**src/rtl/mbx_pkg.sv**
```systemverilog
package mbx_pkg;
  localparam int WORD_W = 64;
  localparam int DEV_W  = 8;
  localparam int CMD_W  = 8;
  localparam int PAY_W  = WORD_W - DEV_W - CMD_W;

  typedef struct packed {
    logic [DEV_W-1:0] dev;
    logic [CMD_W-1:0] cmd;
    logic [PAY_W-1:0] pay;
  } cmd_word_t;

  typedef enum logic [1:0] {
    ACT_NONE = 2'd0,
    ACT_EXIT = 2'd1,
    ACT_TERM = 2'd2,
    ACT_BAD  = 2'd3
  } act_e;

  localparam logic [DEV_W-1:0] DEV_SYS  = 8'd0;
  localparam logic [DEV_W-1:0] DEV_TERM = 8'd1;
  localparam logic [CMD_W-1:0] TCMD_IN  = 8'd0;
  localparam logic [CMD_W-1:0] TCMD_OUT = 8'd1;
endpackage

```
**src/rtl/mbx_store_fmt.sv**
```systemverilog
module mbx_store_fmt #(
  parameter int BYTES  = 8,
  parameter int SIZE_W = 4
) (
  input  logic [SIZE_W-1:0]  size,
  input  logic [BYTES*8-1:0] data,
  output logic               ok,
  output logic [BYTES*8-1:0] word
);
  assign ok = (size != '0) && (size <= SIZE_W'(BYTES));

  for (genvar b = 0; b < BYTES; b++) begin : g_lane
    assign word[b*8 +: 8] = (SIZE_W'(b) < size) ? data[b*8 +: 8] : 8'h00;
  end
endmodule

```
**src/rtl/mbx_cmd_decode.sv**
```systemverilog
module mbx_cmd_decode
  import mbx_pkg::*;
(
  input  logic              valid,
  input  cmd_word_t         word,
  output act_e              act,
  output logic [7:0]        ch,
  output logic [WORD_W-1:0] exit_val
);
  always_comb begin
    act = ACT_NONE;
    if (valid) begin
      if (word.dev == DEV_SYS) begin
        if (word.pay[0]) act = ACT_EXIT;
      end else if (word.dev == DEV_TERM) begin
        if (word.cmd == TCMD_OUT)     act = ACT_TERM;
        else if (word.cmd != TCMD_IN) act = ACT_BAD;
      end else begin
        act = ACT_BAD;
      end
    end
  end

  assign ch       = word.pay[7:0];
  assign exit_val = {{(WORD_W-PAY_W+1){1'b0}}, word.pay[PAY_W-1:1]};
endmodule

```
**src/rtl/mbx_readback.sv**
```systemverilog
module mbx_readback #(
  parameter int BYTES  = 8,
  parameter int SIZE_W = 4
) (
  input  logic               rd_en,
  input  logic [SIZE_W-1:0]  rd_bytes,
  input  logic [BYTES*8-1:0] stored,
  output logic [BYTES*8-1:0] rd_data,
  output logic               rd_err
);
  logic full;
  assign full    = (rd_bytes == SIZE_W'(BYTES));
  assign rd_data = (rd_en && full) ? stored : '0;
  assign rd_err  = rd_en && !full;
endmodule

```
**src/rtl/mbx_host_mailbox.sv**
```systemverilog
module mbx_host_mailbox
  import mbx_pkg::*;
(
  input  logic              clk,
  input  logic              rst_n,
  input  logic              tick,
  input  logic              wr_en,
  input  logic [3:0]        wr_bytes,
  input  logic [WORD_W-1:0] wr_data,
  output logic              wr_err,
  input  logic              rd_en,
  input  logic [3:0]        rd_bytes,
  output logic [WORD_W-1:0] rd_data,
  output logic              rd_err,
  output logic              term_valid,
  output logic [7:0]        term_char,
  output logic              bad_cmd,
  output logic              done,
  output logic [WORD_W-1:0] exit_code
);
  localparam int BYTES  = WORD_W / 8;
  localparam int SIZE_W = 4;

  logic              size_ok;
  logic              wr_acc;
  logic [WORD_W-1:0] ext_word;
  logic [WORD_W-1:0] stored_q;
  act_e              act;
  logic [WORD_W-1:0] exit_nxt;

  mbx_store_fmt #(.BYTES(BYTES), .SIZE_W(SIZE_W)) u_fmt (
    .size (wr_bytes),
    .data (wr_data),
    .ok   (size_ok),
    .word (ext_word)
  );

  assign wr_acc = wr_en && size_ok;
  assign wr_err = wr_en && !size_ok;

  mbx_cmd_decode u_dec (
    .valid    (wr_acc),
    .word     (cmd_word_t'(ext_word)),
    .act      (act),
    .ch       (term_char),
    .exit_val (exit_nxt)
  );

  assign term_valid = (act == ACT_TERM);
  assign bad_cmd    = (act == ACT_BAD);

  always_ff @(posedge clk) begin
    if (!rst_n) begin
      stored_q  <= '0;
      done      <= 1'b0;
      exit_code <= '0;
    end else begin
      if (wr_acc)    stored_q <= ext_word;
      else if (tick) stored_q <= '0;
      if (act == ACT_EXIT) begin
        done      <= 1'b1;
        exit_code <= exit_nxt;
      end
    end
  end

  mbx_readback #(.BYTES(BYTES), .SIZE_W(SIZE_W)) u_rb (
    .rd_en    (rd_en),
    .rd_bytes (rd_bytes),
    .stored   (stored_q),
    .rd_data  (rd_data),
    .rd_err   (rd_err)
  );
endmodule

```
**config.mk**
```make
export PLATFORM = sky130hd
export DESIGN_NAME = mbx_host_mailbox
export DESIGN_NICKNAME = d
export VERILOG_FILES = /design/src/rtl/mbx_pkg.sv /design/src/rtl/mbx_store_fmt.sv /design/src/rtl/mbx_cmd_decode.sv /design/src/rtl/mbx_readback.sv /design/src/rtl/mbx_host_mailbox.sv
export SDC_FILE = /design/constraint.sdc
export NUM_CORES = 1
export LEC_CHECK = 0
export ABC_CLOCK_PERIOD_IN_PS = 2250
export BUFFER_PORTS_ARGS = -buffer_cell sky130_fd_sc_hd__buf_2
export CAP_MARGIN = 0
export CORE_MARGIN = 2
export CORE_UTILIZATION = 39
export DETAILED_ROUTE_END_ITERATION = 8
export PLACE_DENSITY = 0.66
export SYNTH_ARGS = -nofsm -noshare
export SYNTH_HDL_FRONTEND = slang
export SYNTH_SLANG_ARGS = --single-unit
```
**constraint.sdc**
```tcl
create_clock -name clk -period 2.25 [get_ports clk]
set_input_delay 0.225 -clock clk [delete_from_list [all_inputs] [get_ports clk]]
set_output_delay 0.225 -clock clk [all_outputs]
set_load 0.05 [all_outputs]
```
; Word level (Yosys, flattened, before mapping)
; Index checks and enable logic that the tools add are counted.
[totals]
ff_bits = 112
out_inout_bits = 141
wordCells = 46
[op_classes]
n_lt_le_gt_ge = 9
n_eq_ne = 6
n_mux = 17
n_reduce_logical = 11
[op_table]
columns = operator, count
row1 = $mux 64, 3
row2 = $mux 8, 8
row3 = $eq 8x1->1 const B, 2
row4 = $lt 3x4->1 const A, 4
row5 = $mux 2, 5
row6 = $logic_not 8->1, 1
row7 = $lt 1x4->1 const A, 2
row8 = $lt 2x4->1 const A, 2
row9 = $reduce_bool 8->1, 1
row10 = $logic_and 1x1->1, 5
row11 = $eq 2x2->1 const B, 2
row12 = $eq 4x4->1 const B, 1
row13 = $le 4x4->1 const B, 1
row14 = $reduce_bool 4->1, 1
row15 = $eq 2x1->1 const B, 1
row16 = $logic_not 1->1, 2
row17 = $reduce_bool 2->1, 1
row18 = $mux 1, 1

; Depth between registers and ports, before layout
; Gate-level depths: netlist of the first run.
[logic_depth]
word_depth = 9
ltp_mapped = 8
depth_no_buf = 4

; Cells and area by module
; A second synthesis of the first run with hierarchy kept.
[unflattened]
hier_cells = 808
area_unflattened_um2 = 7019.2
[modules_own_cells]
columns = mod, instances, cells_each, area_each_um2
row1 = mbx_host_mailbox, 1, 569, 5348.9
row2 = mbx_cmd_decode, 1, 83, 619.3
row3 = mbx_readback, 1, 80, 548.0
row4 = mbx_store_fmt, 1, 76, 503.0

; Worst setup path after synthesis of the first run
; OpenSTA, ideal clock, no wires.
[synth_path]
kind = input-to-output
startpoint = input wr_bytes[3]
endpoint = output wr_err
arrival_ps = 2163
slack_ps = -138
cell_stages = 4
n_path_buf = 2
cell_sequence = buf_6 or4_4 buf_2 a21boi_0
[synth_between]
elab_chain_cells = 4
word_cells_on_any_way = 5
classes_between = order compare (1) / reduce/logical (4)
[synth_lines]
columns = item, line
row1 = "start, declared", mbx_host_mailbox.sv:8  ; input logic [3:0] wr_bytes,
row2 = $le 4x4->1 / $reduce_bool 4->1 (equally long branches), mbx_store_fmt.sv:10  ; assign ok = (size != '0) && (size <= SIZE_W'(BYTES));
row3 = $logic_and 1x1->1 *, mbx_store_fmt.sv:10
row4 = $logic_not 1->1 *, mbx_host_mailbox.sv:39  ; assign wr_err = wr_en && !size_ok;
row5 = $logic_and 1x1->1 *, mbx_host_mailbox.sv:39
row6 = "end, declared", mbx_host_mailbox.sv:10  ; output logic wr_err,
; Mark *: on every way between the ends. The rest lies on a longest branch, timed or not.

; Worst setup path after layout of the first run
[layout_path]
startpoint = input wr_bytes[2]
endpoint = output term_valid
[layout_between]
elab_chain_cells = 9
word_cells_on_any_way = 21
classes_between = order compare (4) / eq/ne (3) / mux (9) / reduce/logical (5)
[layout_lines]
columns = item, line
row1 = $lt 3x4->1, mbx_store_fmt.sv:13  ; assign word[b*8 +: 8] = (SIZE_W'(b) < size) ? data[b*8 +: 8] : 8'h00;
row2 = $mux 8, mbx_store_fmt.sv:13
row3 = $reduce_bool 8->1, mbx_cmd_decode.sv:17  ; else if (word.cmd != TCMD_IN) act = ACT_BAD;
row4 = $mux 2, mbx_cmd_decode.sv:17
row5 = $mux 2, mbx_cmd_decode.sv:16  ; if (word.cmd == TCMD_OUT) act = ACT_TERM;
row6 = $mux 2, mbx_cmd_decode.sv:15  ; end else if (word.dev == DEV_TERM) begin
row7 = $mux 2, mbx_cmd_decode.sv:13  ; if (word.dev == DEV_SYS) begin
row8 = $mux 2 *, mbx_cmd_decode.sv:12  ; if (valid) begin
row9 = $eq 2x2->1 *, mbx_host_mailbox.sv:49  ; assign term_valid = (act == ACT_TERM);
row10 = "end, declared", mbx_host_mailbox.sv:15  ; output logic term_valid,
; Marks and branches as above.

==> run_results.csv, run 1 <==
group,metric,value,unit
status,outcome,"finished, final reports clean",
place,port_buffers,200,
critical_path,critPathKind,"in2out",
detailed_routing,wire_per_inst,17.6,um
detailed_routing,vias,5310,
sta,hold_violations,0,
cts,clockBufferDepth,2,
cts,post-cts-setup-buffers,0,
detailed_routing,wl_met3,1.59,mm
detailed_routing,drt_iter0_drc,276,
grt,grt_use_total,0.222,
synth,syn_area,0.00553,mm2
final_layout,nets,871,
detailed_routing,ant_nets,0,
cts,path_clk_slew,70,ps
sta,relSlewSlack,0.547,
cts,cts-hold-fix-buffers,0,
synth,ys_seq_area_frac,0.405,
critical_path,start_kind,"input pin",
sta,grt_setup_unrepaired,"no",
cts,ctsResizeCount,0,
place,dpl.hpwl,11.4,mm
grt,grt_pass1_vias,4911,
final_layout,drive_above_1_share,0.299,
flow_run,cap_violations,0,
synth,synth_common_cells,"dfxtp_1 (112), nand3_1 (97), and3_1 (65)",
floorplanning,dieArea,0.0152,mm2
grt,grt_overflow,0,
grt,grt_first_pass_wirelength,26.2,mm
sta,slew_violations,0,
sta,fin_crit_sh,0.812,
synth,synth-edff-count,0,
synth,ys_top_cells_by_area,"dfxtp_1 (41%), nand3_1 (8.8%), nand3b_1 (8.7%), and3_1 (7.3%), o211ai_1 (6.4%)",
synth,synth.most_common_cell,"dfxtp_1",
detailed_routing,wl_met2,7.50,mm
critical_path,end_kind,"output port",
grt,grt_max_degree,100,
cts,htree_num_levels,3,
final_layout,fin_cells,976,
detailed_routing,drt-total-wl,17.2,mm
cts,cts_made_buffers,9,
synth,synth_top_cell_by_area,"dfxtp_1",
floorplanning,die_w,123,um
critical_path,path_max_fanout,11,
synth,synth_ff_type,"dfxtp_1",
synth,synth_cells,649,
place,placedInstanceArea,0.00650,mm2
detailed_routing,drt-met1-wl,7.85,mm
grt,antenna_found_initial,2,
cts,cts_tree,"built",
sta,fin_skew,0,ps
sta,max_freq,0.547,GHz
detailed_routing,viasPerCell,5.44,
worst_hold_path,hold_class,"in2reg",
synth,synth_cell_type_count,34,
floorplanning,die_y,123,um
final_layout,syn_to_final_growth,21.9,%
place,gp_congestion,0.746,
cts,numClockSinks,112,
sta,holdWs,128,ps
critical_path,required,2030,ps
pwr,ir_drop,0.341,mV
critical_path,worstPathArrival,1600,ps
synth,ys_async_sr_fraction,0,
cts,insertion_delay,350,ps
synth,yosysWarnings,0,
sta,fin_crit,1830,ps
synth,synth.avg_cell_area,8.53,um2
final_layout,stdcell_area,0.00674,mm2
synth,yosysTopAreaCellShare,0.405,
cts,cts-root-buf,"clkbuf_16",
floorplanning,initial_core_util,0.399,
floorplanning,io_pins,218,
floorplanning,row_count,43,
sta,setup_tns,0,ps
detailed_routing,highest_layer,"met5",
synth,synth-seq-cells,112,
pwr,cellLeakagePower,0.00308,uW
floorplanning,placeableCoreArea,0.0139,mm2
final_layout,utilization,0.486,
pwr,powerDensity,615,mW/mm2
place,dp_cells,963,
detailed_routing,first_pass_iters,5,
detailed_routing,drcViolationCount,0,
sta,tightest_slew,679,ps
final_layout,diodes,0,
sta,setup_viol,0,
==> critical path: stages <==
cell,delay [ps]
buf_2,140
o31ai_2,380
nand3_2,300
nor3_1,260
buf_2,290
==> metal layers <==
layer / track usage / vias up
li1: - / 2605
met1: 0.299 / 2491
met2: 0.337 / 196
met3: 0.0729 / 16
met4: 0.0689 / 2
met5: 0 / -
==> state kept, by name, summed over array words and instances (netlist names) <==
register	count
stored_q	64
exit_code	47
done	1
==> stage by stage <==
| step | setup WS, ps | total power [uW] |
|---|---|---|
| 4_1_cts | 413 | 4190 |
| 6_report | 422 | 4150 |
| 5_1_grt | 353 | 4340 |
| 3_3_place_gp | 397 | 2760 |
| 2_1_floorplan | 50.6 | 2580 |
| 3_5_place_dp | 304 | 2760 |
==> cell families after synthesis <==
group / count (synthesis) / synth area share
AO/OA/AOI/OAI: 170 / 0.210
buffers and inverters: 103 / 0.0993
AND/OR/NAND/NOR: 263 / 0.284
other: 1 / 0.000678
flip-flops: 112 / 0.405
==> cell type report <==
class | instances | area [um2]
repair buffers | 220 | 1220
clock inverters | 1 | 7.51
well taps | 180 | 225
inverters | 1 | 3.75
fillers | 1409 | 7140
flip-flops and latches | 112 | 2240
multi-input cells | 450 | 2810
clock buffers | 12 | 236
==> placed cells by master, fill, tap and decap left out, drive strengths merged <==
master    netlist  routed
and3           65      65
o41ai           3       3
clkbuf         53      12
or4             1       1
a21o            2       2
o31ai           1       1
nand3b         64      64
nor3            3       3
conb            1      17
dfxtp         112     112
nor2b           1       1
nand4           2       2
nand2b          1       1
clkinvlp        0       1
o211ai         47      47
and2            8       8
or3             1       1
inv             1       1
o21ai          48      48
nor4            1       1
a31o            1       1
nand2          15      15
nand3          98      98
a21oi           1       1
buf            49     220
a21boi         67      67
nor4b           1       1
or2             2       2
==> where the power goes <==
part	switching, uW	leakage, uW	total (uW)	internal (uW)
Clock	693	0.000115	1430	735
Sequential	23.0	0.000908	2050	2030
Combinational	465	0.00205	662	197
==> worst paths after layout <==
check	startpoint	to	slack, ps	depth (start not counted)
setup / recovery	wr_bytes[2]	term_valid	420	5
hold / removal	wr_data[26]	stored_q[26]	130	3
hold reg to reg	done	done	460	2
setup reg to reg	stored_q[55]	stored_q[55]	1570	2
Note: power is estimated with default switching activity, not from simulation.
==> run 2, diff against run 1 <==
ABC_AREA = 1   (was unset)
ABC_CLOCK_PERIOD_IN_PS = 1650   (was 2250)
PLACE_DENSITY = 0.69   (was 0.66)
clock period = 1.65 ns   (was 2.25 ns; I/O delays follow)
==> run_results.csv, run 2 <==
group,metric,value,unit
status,outcome,"finished, final reports clean",
place,dp_cells,1196,
critical_path,end_kind,"output port",
final_layout,regMostFlops,"stored_q",
cts,insertion_delay,350,ps
floorplanning,initial_core_util,0.396,
pwr,powerDensity,945,mW/mm2
critical_path,start_kind,"input pin",
critical_path,worstPathArrival,1400,ps
synth,synth_top_cell_by_area,"dfxtp_1",
critical_path,r2r-start,"exit_code[37]",
synth,yosysWarnings,0,
detailed_routing,drcViolationCount,0,
synth,ys_async_sr_fraction,0,
floorplanning,die_w,122,um
critical_path,critPathKind,"in2out",
cts,cts-hold-fix-buffers,0,
detailed_routing,ant_nets,0,
detailed_routing,viasPerCell,4.62,
cts,path_clk_slew,70,ps
floorplanning,io_pins,218,
synth,synth_cells,846,
final_layout,nets,1105,
pwr,cellLeakagePower,0.00339,uW
detailed_routing,drt-total-wl,15.8,mm
place,gp_congestion,0.833,
final_layout,stdcell_area,0.00709,mm2
critical_path,cp_slowest_cell,"buf_2",
critical_path,path_max_fanout,8,
detailed_routing,first_pass_iters,5,
synth,syn_area,0.00545,mm2
cts,cts-root-buf,"clkbuf_16",
place,placedInstanceArea,0.00671,mm2
grt,grt_max_degree,48,
floorplanning,dieArea,0.0149,mm2
sta,setup_viol,0,
critical_path,path_cells,"buf_2 > buf_4 > nor2_2 > nand2_1 > inv_1 > nor2_1 > buf_2",
pwr,p_comb_frac,0.227,
critical_path,cp_top_family,"buffers and inverters",
synth,synth-edff-count,0,
grt,grt_overflow,0,
sta,fin_crit_sh,0.946,
place,dpl.hpwl,11.6,mm
synth,ys_seq_area_frac,0.411,
worst_hold_path,hp-start,"wr_data[3]",
synth,synth.avg_cell_area,6.44,um2
detailed_routing,vias,5602,
critical_path,path_buf_inv,4,
sta,slew_violations,0,
sta,fin_skew,0,ps
place,pre_cts_slack,-170,ps
final_layout,top_regs,"stored_q (64), exit_code (47), done (1)",
sta,fin_crit,1560,ps
synth,ys_top_cells_by_area,"dfxtp_1 (41%), nand2_1 (13%), nor2_1 (9.8%), a21oi_1 (9.8%), nand3_1 (7.5%)",
pwr,ir_drop,0.639,mV
final_layout,diodes,0,
flow_run,cap_violations,0,
cts,cts_made_buffers,9,
final_layout,fin_cells,1213,
floorplanning,die_y,122,um
grt,grt_use_total,0.212,
sta,tightest_slew,504,ps
critical_path,r2r_end,"exit_code[37]",
critical_path,required,1480,ps
sta,relSlewSlack,0.664,
floorplanning,placeableCoreArea,0.0138,mm2
critical_path,rrSetupSlack,1010,ps
cts,cts_tree,"built",
critical_path,worst_path_most_repeated_cell,"buf_2",
grt,antenna_found_initial,0,
synth,yosysTopAreaCellShare,0.411,
final_layout,final_cell_mix,"nand2_1 (194), buf_2 (193), nor2_1 (139)",
sta,max_freq,0.641,GHz
pwr,pwr-share-clk,0.337,
synth,synth_ff_type,"dfxtp_1",
pwr,seqPwrFrac,0.436,
pwr,sw_frac_of_total,0.326,
pwr,switching_power,2180,uW
final_layout,drive_above_1_share,0.261,
cts,htree_num_levels,3,
final_layout,final_common_cell,"nand2_1",
synth,synth-seq-cells,112,
sta,hold_violations,0,
grt,grt_pass1_vias,4882,
synth,synth.most_common_cell,"nand2_1",
pwr,p_int,4510,uW
place,port_buffers,200,
cts,clockBufferDepth,2,
worst_hold_path,hold_class,"in2reg",
worst_hold_path,min_to,"stored_q[3]",
final_layout,syn_to_final_growth,30.0,%
detailed_routing,drt_iter0_drc,349,
final_layout,n_fill_cell,1469,
sta,holdWs,68.3,ps
synth,synth_cell_type_count,23,
critical_path,max_stage_delay,330,ps
critical_path,r2r_cells,4,
synth,synth_common_cells,"nand2_1 (196), nor2_1 (143), dfxtp_1 (112)",
cts,numClockSinks,112,
grt,grt_first_pass_wirelength,24.9,mm
sta,fin_ws,89.8,ps
worst_hold_path,hold_path_depth,3,
detailed_routing,wire_per_inst,13.0,um
floorplanning,row_count,43,
final_layout,largest_reg_flops,64,
-- run 2: cell count changes in the layout (fill, tap and decap cells not counted), moves of 57 or more --
cell      before  now
nand3b_1      64    7
inv_1          1   99
and3_1        64    0
nor2_1         0  139
a21oi_1        1  105
nand2_1       14  194
-- run 2: cell families after synthesis --
family / Yosys count / synth area share
compound gates: 116 / 0.109
buf+inv: 182 / 0.152
flops: 112 / 0.411
other cells: 1 / 0.000688
simple gates: 435 / 0.327
-- run 2: metal layers --
metal	global-route usage	share of wire	vias up
li1	-	-	2937
met1	0.289	0.46	2469
met2	0.323	0.46	173
met3	0.0553	0.061	23
met4	0.0769	0.024	0
met5	0	0	-
-- run 2: worst max-delay path by stage --
stage	from	to	slack, ps	cells after the start
after floorplan	rd_bytes[2]	rd_data[0]	-120	4
after global placement	wr_bytes[3]	exit_code[29]	-120	13
after global routing	rd_bytes[2]	rd_data[38]	-2	7
after CTS	wr_bytes[0]	bad_cmd	20	10
after detailed placement	wr_bytes[3]	exit_code[16]	-170	13
final	wr_bytes[3]	term_char[2]	90	7
-- run 2: tightest hold or removal path, cell delays in order --
cell and delay, ps:
buf_2 110, nand2_1 50, a21oi_1 50
-- run 2: metrics by stage --
stage / TNS, ps / total power [uW] / util
3_5_place_dp: -13100 / 4480 / 0.487
2_1_floorplan: -7180 / 4070 / -
6_report: 0 / 6700 / 0.514
3_3_place_gp: -8430 / 4470 / 0.487
4_1_cts: 0 / 6750 / 0.511
5_1_grt: -2.48 / 7020 / 0.514
-- run 2: repair_timing --
item,CTS,global route
buffers inserted,0,1
endpoints found under the hold margin,0,0
resized for setup,7,10
pin swaps,0,2
endpoints found under the setup margin,2,8
-- run 2: cell type report --
cell class / count / area (um2) / share of cell area
timing repair buffer: 235 / 1440 / 0.203
sequential: 112 / 2240 / 0.316
multi-input combinational: 568 / 2490 / 0.352
clock buffer: 10 / 239 / 0.0337
clock inverter: 6 / 66.3 / 0.00936
tap: 180 / 225 / 0.0318
inverter: 102 / 383 / 0.0540
-- run 2: power groups by stage --
| stage | Clock [uW] | Combinational, uW | Sequential [uW] |
|---|---|---|---|
| after floorplan | 0 | 770 | 3300 |
| final | 2260 | 1520 | 2920 |
| after detailed placement | 0 | 1500 | 2980 |
| after global placement | 0 | 1500 | 2980 |
| after global routing | 2430 | 1650 | 2930 |
| after CTS | 2320 | 1520 | 2920 |
